`src/rtl/cfg_loader_pkg.sv`:
```
package cfg_loader_pkg;
  localparam logic [7:0] CMD_WRITE = 8'h01;
  localparam logic [7:0] CMD_DONE  = 8'hFF;

  typedef enum logic [2:0] {
    ST_BOOT,
    ST_FETCH,
    ST_LOOKUP,
    ST_WRITE,
    ST_FINISH,
    ST_HALT
  } ld_state_e;

  typedef enum logic [1:0] {
    PH_CMD,
    PH_BODY,
    PH_CSUM
  } rec_phase_e;

  localparam int unsigned N_FLAGS = 2;
  localparam int unsigned FLAG_CSUM = 0;
  localparam int unsigned FLAG_UNMAPPED = 1;
endpackage

```
`src/rtl/cl_byte_fetch.sv`:
```
module cl_byte_fetch #(
  parameter int unsigned ADDR_W = 16
) (
  input  logic              clk,
  input  logic              rst_n,
  input  logic              want,
  output logic              req_valid,
  input  logic              req_ready,
  output logic [ADDR_W-1:0] req_addr,
  input  logic              rsp_valid,
  output logic              rsp_ready,
  input  logic [7:0]        rsp_data,
  output logic              byte_vld,
  output logic [7:0]        byte_data,
  output logic              exhausted
);
  logic [ADDR_W:0] next_q;
  logic            outst_q;

  assign req_valid = want && !outst_q && !next_q[ADDR_W];
  assign req_addr  = next_q[ADDR_W-1:0];
  assign rsp_ready = outst_q;
  assign byte_vld  = rsp_valid && outst_q;
  assign byte_data = rsp_data;
  assign exhausted = next_q[ADDR_W] && !outst_q;

  always_ff @(posedge clk) begin
    if (!rst_n) begin
      next_q  <= '0;
      outst_q <= 1'b0;
    end else begin
      if (req_valid && req_ready) begin
        next_q  <= next_q + (ADDR_W+1)'(1);
        outst_q <= 1'b1;
      end else if (byte_vld) begin
        outst_q <= 1'b0;
      end
    end
  end

  p_req_hold_r9: assert property (@(posedge clk) disable iff (!rst_n)
    req_valid && !req_ready |=> req_valid && $stable(req_addr));
  p_one_outstanding_r9: assert property (@(posedge clk) disable iff (!rst_n)
    rsp_ready |-> !req_valid);
  p_addr_step_r1: assert property (@(posedge clk) disable iff (!rst_n)
    req_valid && req_ready |=> req_addr == $past(req_addr) + ADDR_W'(1));
endmodule

```
`src/rtl/cl_csum_acc.sv`:
```
module cl_csum_acc #(
  parameter int unsigned SUM_W = 8
) (
  input  logic             clk,
  input  logic             rst_n,
  input  logic             add_en,
  input  logic [SUM_W-1:0] add_val,
  input  logic [SUM_W-1:0] chk_val,
  output logic [SUM_W-1:0] sum,
  output logic             sum_ok
);
  logic [SUM_W-1:0] total;

  always_ff @(posedge clk) begin
    if (!rst_n) sum <= '0;
    else if (add_en) sum <= sum + add_val;
  end

  assign total  = sum + chk_val;
  assign sum_ok = (total == '0);

  p_sum_hold_r4: assert property (@(posedge clk) disable iff (!rst_n)
    !add_en |=> $stable(sum));
endmodule

```
`src/rtl/cl_sticky_flag.sv`:
```
module cl_sticky_flag (
  input  logic clk,
  input  logic rst_n,
  input  logic set,
  input  logic clr,
  output logic q
);
  always_ff @(posedge clk) begin
    if (!rst_n) q <= 1'b0;
    else if (set) q <= 1'b1;
    else if (clr) q <= 1'b0;
  end

  p_sticky_hold_r7: assert property (@(posedge clk) disable iff (!rst_n)
    q && !clr |=> q);
  p_set_wins_r7: assert property (@(posedge clk) disable iff (!rst_n)
    set |=> q);
endmodule

```
`src/rtl/cfg_loader.sv`:
```
module cfg_loader
  import cfg_loader_pkg::*;
#(
  parameter int unsigned ADDR_W = 16,
  parameter int unsigned REG_AW = 16,
  parameter int unsigned DATA_W = 32
) (
  input  logic              clk,
  input  logic              rst_n,
  input  logic              ignore_csum,
  output logic              rd_req_valid,
  input  logic              rd_req_ready,
  output logic [ADDR_W-1:0] rd_req_addr,
  input  logic              rd_rsp_valid,
  output logic              rd_rsp_ready,
  input  logic [7:0]        rd_rsp_data,
  output logic              cfg_valid,
  input  logic              cfg_ready,
  output logic [REG_AW-1:0] cfg_addr,
  output logic [DATA_W-1:0] cfg_data,
  input  logic              cfg_mapped,
  input  logic              clr_csum_err,
  input  logic              clr_unmapped_err,
  output logic              csum_err,
  output logic              unmapped_err,
  output logic              busy,
  output logic              done
);
  localparam int unsigned BODY_BITS  = REG_AW + DATA_W;
  localparam int unsigned BODY_BYTES = BODY_BITS / 8;
  localparam int unsigned CNT_W      = $clog2(BODY_BYTES + 1);

  ld_state_e        state_q, state_d;
  rec_phase_e       phase_q, phase_d;
  logic [CNT_W-1:0] cnt_q, cnt_d;
  logic [BODY_BITS-1:0] body_q, body_d;

  logic       want, byte_vld, exhausted;
  logic [7:0] byte_data;
  logic [7:0] sum;
  logic       sum_ok, add_en;
  logic       set_csum, set_unm;
  logic [N_FLAGS-1:0] flag_set, flag_clr, flag_q;

  cl_byte_fetch #(.ADDR_W(ADDR_W)) u_fetch (
    .clk       (clk),
    .rst_n     (rst_n),
    .want      (want),
    .req_valid (rd_req_valid),
    .req_ready (rd_req_ready),
    .req_addr  (rd_req_addr),
    .rsp_valid (rd_rsp_valid),
    .rsp_ready (rd_rsp_ready),
    .rsp_data  (rd_rsp_data),
    .byte_vld  (byte_vld),
    .byte_data (byte_data),
    .exhausted (exhausted)
  );

  assign add_en = (state_q == ST_FETCH) && byte_vld && (phase_q != PH_CSUM);

  cl_csum_acc #(.SUM_W(8)) u_csum (
    .clk     (clk),
    .rst_n   (rst_n),
    .add_en  (add_en),
    .add_val (byte_data),
    .chk_val (byte_data),
    .sum     (sum),
    .sum_ok  (sum_ok)
  );

  assign flag_set[FLAG_CSUM]     = set_csum;
  assign flag_set[FLAG_UNMAPPED] = set_unm;
  assign flag_clr[FLAG_CSUM]     = clr_csum_err;
  assign flag_clr[FLAG_UNMAPPED] = clr_unmapped_err;

  for (genvar g = 0; g < N_FLAGS; g++) begin : g_flag
    cl_sticky_flag u_flag (
      .clk   (clk),
      .rst_n (rst_n),
      .set   (flag_set[g]),
      .clr   (flag_clr[g]),
      .q     (flag_q[g])
    );
  end

  assign csum_err     = flag_q[FLAG_CSUM];
  assign unmapped_err = flag_q[FLAG_UNMAPPED];

  assign want      = (state_q == ST_FETCH);
  assign cfg_valid = (state_q == ST_WRITE);
  assign cfg_addr  = body_q[BODY_BITS-1 -: REG_AW];
  assign cfg_data  = body_q[DATA_W-1:0];
  assign busy      = (state_q == ST_FETCH) || (state_q == ST_LOOKUP) || (state_q == ST_WRITE);
  assign done      = (state_q == ST_FINISH);

  always_comb begin
    state_d  = state_q;
    phase_d  = phase_q;
    cnt_d    = cnt_q;
    body_d   = body_q;
    set_csum = 1'b0;
    set_unm  = 1'b0;
    unique case (state_q)
      ST_BOOT: state_d = ST_FETCH;
      ST_FETCH: begin
        if (byte_vld) begin
          unique case (phase_q)
            PH_CMD: begin
              if (byte_data == CMD_WRITE) begin
                phase_d = PH_BODY;
                cnt_d   = '0;
              end else if (byte_data == CMD_DONE) begin
                phase_d = PH_CSUM;
              end else begin
                set_csum = 1'b1;
                state_d  = ST_FINISH;
              end
            end
            PH_BODY: begin
              body_d = {body_q[BODY_BITS-9:0], byte_data};
              if (cnt_q == CNT_W'(BODY_BYTES - 1)) begin
                phase_d = PH_CMD;
                state_d = ST_LOOKUP;
              end else begin
                cnt_d = cnt_q + CNT_W'(1);
              end
            end
            default: begin
              set_csum = !(ignore_csum || sum_ok);
              state_d  = ST_FINISH;
            end
          endcase
        end else if (exhausted) begin
          set_csum = 1'b1;
          state_d  = ST_FINISH;
        end
      end
      ST_LOOKUP: begin
        if (cfg_mapped) begin
          state_d = ST_WRITE;
        end else begin
          set_unm = 1'b1;
          state_d = ST_FETCH;
        end
      end
      ST_WRITE: if (cfg_ready) state_d = ST_FETCH;
      ST_FINISH: state_d = ST_HALT;
      default: state_d = ST_HALT;
    endcase
  end

  always_ff @(posedge clk) begin
    if (!rst_n) begin
      state_q <= ST_BOOT;
      phase_q <= PH_CMD;
      cnt_q   <= '0;
      body_q  <= '0;
    end else begin
      state_q <= state_d;
      phase_q <= phase_d;
      cnt_q   <= cnt_d;
      body_q  <= body_d;
    end
  end

  p_wr_hold_r9: assert property (@(posedge clk) disable iff (!rst_n)
    cfg_valid && !cfg_ready |=> cfg_valid && $stable(cfg_addr) && $stable(cfg_data));
  p_done_quiet_r8: assert property (@(posedge clk) disable iff (!rst_n)
    done |-> !busy && !rd_req_valid && !cfg_valid);
  p_done_single_r8: assert property (@(posedge clk) disable iff (!rst_n)
    done |=> !done && !busy);
  p_req_in_load_r1: assert property (@(posedge clk) disable iff (!rst_n)
    rd_req_valid |-> busy);
endmodule

```
`config.mk`:
```
export PLATFORM = sky130hd
export DESIGN_NAME = cfg_loader
export DESIGN_NICKNAME = d
export VERILOG_FILES = /design/src/rtl/cfg_loader_pkg.sv /design/src/rtl/cl_byte_fetch.sv /design/src/rtl/cl_csum_acc.sv /design/src/rtl/cl_sticky_flag.sv /design/src/rtl/cfg_loader.sv
export SDC_FILE = /design/constraint.sdc
export NUM_CORES = 1
export LEC_CHECK = 0
export CORE_MARGIN = 2
export CORE_UTILIZATION = 30
export CTS_CLUSTER_DIAMETER = 150
export DETAILED_ROUTE_END_ITERATION = 6
export GPL_TIMING_DRIVEN = 0
export PLACE_DENSITY = 0.51
export SYNTH_ARGS = -nofsm -noshare
export SYNTH_HDL_FRONTEND = slang
export SYNTH_SLANG_ARGS = --single-unit
```
`constraint.sdc`:
```
create_clock -name clk -period 2.5 [get_ports clk]
set_input_delay 0.375 -clock clk [delete_from_list [all_inputs] [get_ports clk]]
set_output_delay 0.375 -clock clk [all_outputs]
set_load 0.01 [all_outputs]
```
==> results.md <==
- Most frequent cell after synthesis: nand2_1
- Cts hold-fix bufs: 0
- Max-slew headroom: 63.5%
- Synthesized cell area: 3890 sq um
- Antenna-violating nets left: 0
- Starting Density: a little under a third
- Skew final: around 0.0033 ns
- Non-filler instance count after layout: 727
- Crit path buffers/inverters: 2
- HPWL after detailed placement: approximately 7 mm
- Cell variety after synth: 45
- MaxCap Viol Count: 0
- Mapped Cells: 452
- Top-area cell type share of the netlist area: 43.2%
- DRT Pass-1 Iters: 4
- Vias per cell: about 4.5
- HP Start: rd_rsp_data[0]
- Leak Pwr: 0.00188 uW
- GRT Resource Usage Total: approximately 14%
- Syn nets: 480
- Seq/Total Area, Yosys: 43.2%
- Number of global-route vias before repair: 3,131
- Final wirelength: around 9.5 mm
- GRT overflow: 0
- Syn_area_per_cell: between 8 and 9 sq um
- Setup CP Type: register to output pin
- Nets: 579
- Number of top-level pins: 88
- Die area: 13,900 sq um
- Antenna Cells: 0
- Crit-path slowest cell: clkdlybuf4s50_1
- Synth Register Bits: 84
- Worst min path class: input pin to register
- Status: finished, final reports clean
- First-pass GRT wire length: 15.8 mm
- Core area: 12,600 sq um
- Final hold violations: 0
- Chip height: 118 microns
- Num Clock Sinks: 84
- CP arrival: just over 2 ns
- Buffers on Ports: 86
- Via count: 3,279
- CTS buffer count: 9
- Die X: between 100 and 150 microns
- Worst Tran Pin Value: 0.548 ns
- Main synth FF type: dfxtp_1
- DR WL/cell: around 13 microns
- Async SR Flop Fraction: 0%
- Buffer depth of the longest clock path: 2
- CP endpoint kind: output pin
- Initial antenna violation count: 0
- Area delta synth->final: 36.0%
- Crit Path Max Fanout: 5
- Pwr per Cell Area: 534 nW/um^2
- CP top delay family: buffers and inverters
- Core Util, Final: between 40% and 50%
- EDFF count, synth: 0
- Maximum vdd ir drop: 0.268 mV
- Final Max Tran Viols: 0
- Synth top cells by count: 115 x nand2_1, 84 x dfxtp_1, 55 x a21boi_0
- Worst skew pair latency: 0.34 ns
- Max Fclk: 0.412 GHz
- Synth area leaders: dfxtp_1 43%, nand2_1 11%, a21boi_0 11%
- H-tree depth: 3
- Root Driver: clkbuf_16
- WP data required: 2.12 ns
- Critical Path Source Type: register
- Period utilization: 97.0%
- Layout cells sized above 1: under 10%
- Ys Warns: 0
- Setup TNS: 0 ns
- Largest net degree at the start of global routing: 15
- Filler cell count: 1,322
- Crit-path cells: or3b_1, buf_6, nor3_1, clkdlybuf4s50_1
- Post-Place Cells: between 700 and 800
- Number of remaining DRC errors: 0
- Final setup fails: 0
- Crit path largest cell delay: 0.58 ns
- Synth area leader: dfxtp_1
- Crit path time final: approximately 2.4 ns
- Worst Setup SP: state_q[0]
- Routability cong.: 0.816
- Unrepaired setup endpoints after global routing: no
- Reg clk slew, reported paths: ~0.06 ns
- RR Startpoint: state_q[0]
- CTS tree: built
- First DRT Iteration DRCs: 117
- FP Rows: 41
==> sequential cells by signal, indices dropped and copies added (netlist names) <==
signal	flops
body_q	48
u_fetch.next_q	17
u_csum.sum	8
cnt_q	3
state_q	3
g_flag.u_flag.q	2
phase_q	2
u_fetch.rsp_ready	1
==> tightest hold or removal path: stages <==
cell	delay [ns]
dlymetal6s2s_1	0.16
nand2_1	0.07
a21boi_0	0.06
==> where the power goes <==
group | internal [uW] | switching, uW | leakage (uW) | total [uW]
sequential | 1350 | 8.64 | 0.000677 | 1350
clock | 769 | 547 | 0.000142 | 1320
combinational | 81.7 | 74.0 | 0.00106 | 156
==> cells by family (layout without fill, tap and decap cells) <==
| kind of cell | after synthesis | after routing | synth area share (%) |
|---|---|---|---|
| muxes | 8 | 8 | 2.06 |
| and+or+nand+nor | 195 | 195 | 24.0 |
| adders and majority gates | 11 | 11 | 3.73 |
| xor gates and xnor gates | 14 | 14 | 3.15 |
| DFF | 84 | 84 | 43.2 |
| buffers and inverters | 46 | 149 | 6.37 |
| AOI/OAI and AO/OA | 94 | 94 | 17.4 |
==> layout by cell type (no fill, tap or decap), types with 9 or more instances in the layout <==
cell type,n
dfxtp_1,84
nor2_1,13
nand2_1,115
and2_1,11
clkbuf_1,17
nor2b_1,12
a21boi_0,55
clkbuf_16,9
o21ai_0,10
clkdlybuf4s50_1,84
or3_1,10
buf_4,18
ha_1,10
==> cell type report <==
class / count / area, sq um / area share (%)
multi-input combinational: 322 / 1970 / 37.3
inverter: 8 / 30.0 / 0.568
timing repair buffer: 88 / 881 / 16.6
buffer: 38 / 221 / 4.19
tap: 172 / 215 / 4.07
clock buffer: 9 / 225 / 4.26
clock inverter: 6 / 65.1 / 1.23
sequential: 84 / 1680 / 31.8
==> metrics by stage <==
step	worst slack [ns]	hold WS (ns)	power, uW	area (sq um)
after detailed placement	-0.316	0.461	1540	4970
final	0.0753	0.379	2830	5290
after global placement	-0.294	0.451	1540	4970
after floorplan	0.388	0.458	1470	3890
after CTS	0.00928	0.418	2860	5260
after global routing	0.0167	0.410	2940	5290
==> metal layers <==
metal / vias up / track usage, % / wire length, microns
li1: 1709 / - / -
met5: - / 0 / 0
met1: 1510 / 19.0 / 4750
met4: 0 / 5.87 / 183
met2: 46 / 21.9 / 4320
met3: 14 / 2.81 / 290
==> timing repair <==
| item | in CTS | in global routing |
|---|---|---|
| setup endpoints to repair | 0 | 28 |
| buffers inserted | 0 | 2 |
| resized for setup | 0 | 9 |
==> worst paths after layout <==
check	to	cells after the start	slack [ns]
worst max-delay path	rd_req_valid	4	0.08
worst min-delay path	body_q[0]	3	0.38
worst max register to register	cnt_q[2]	7	0.26
worst min register to register	body_q[46]	2	0.46
Power figures use the tool's default switching activity.
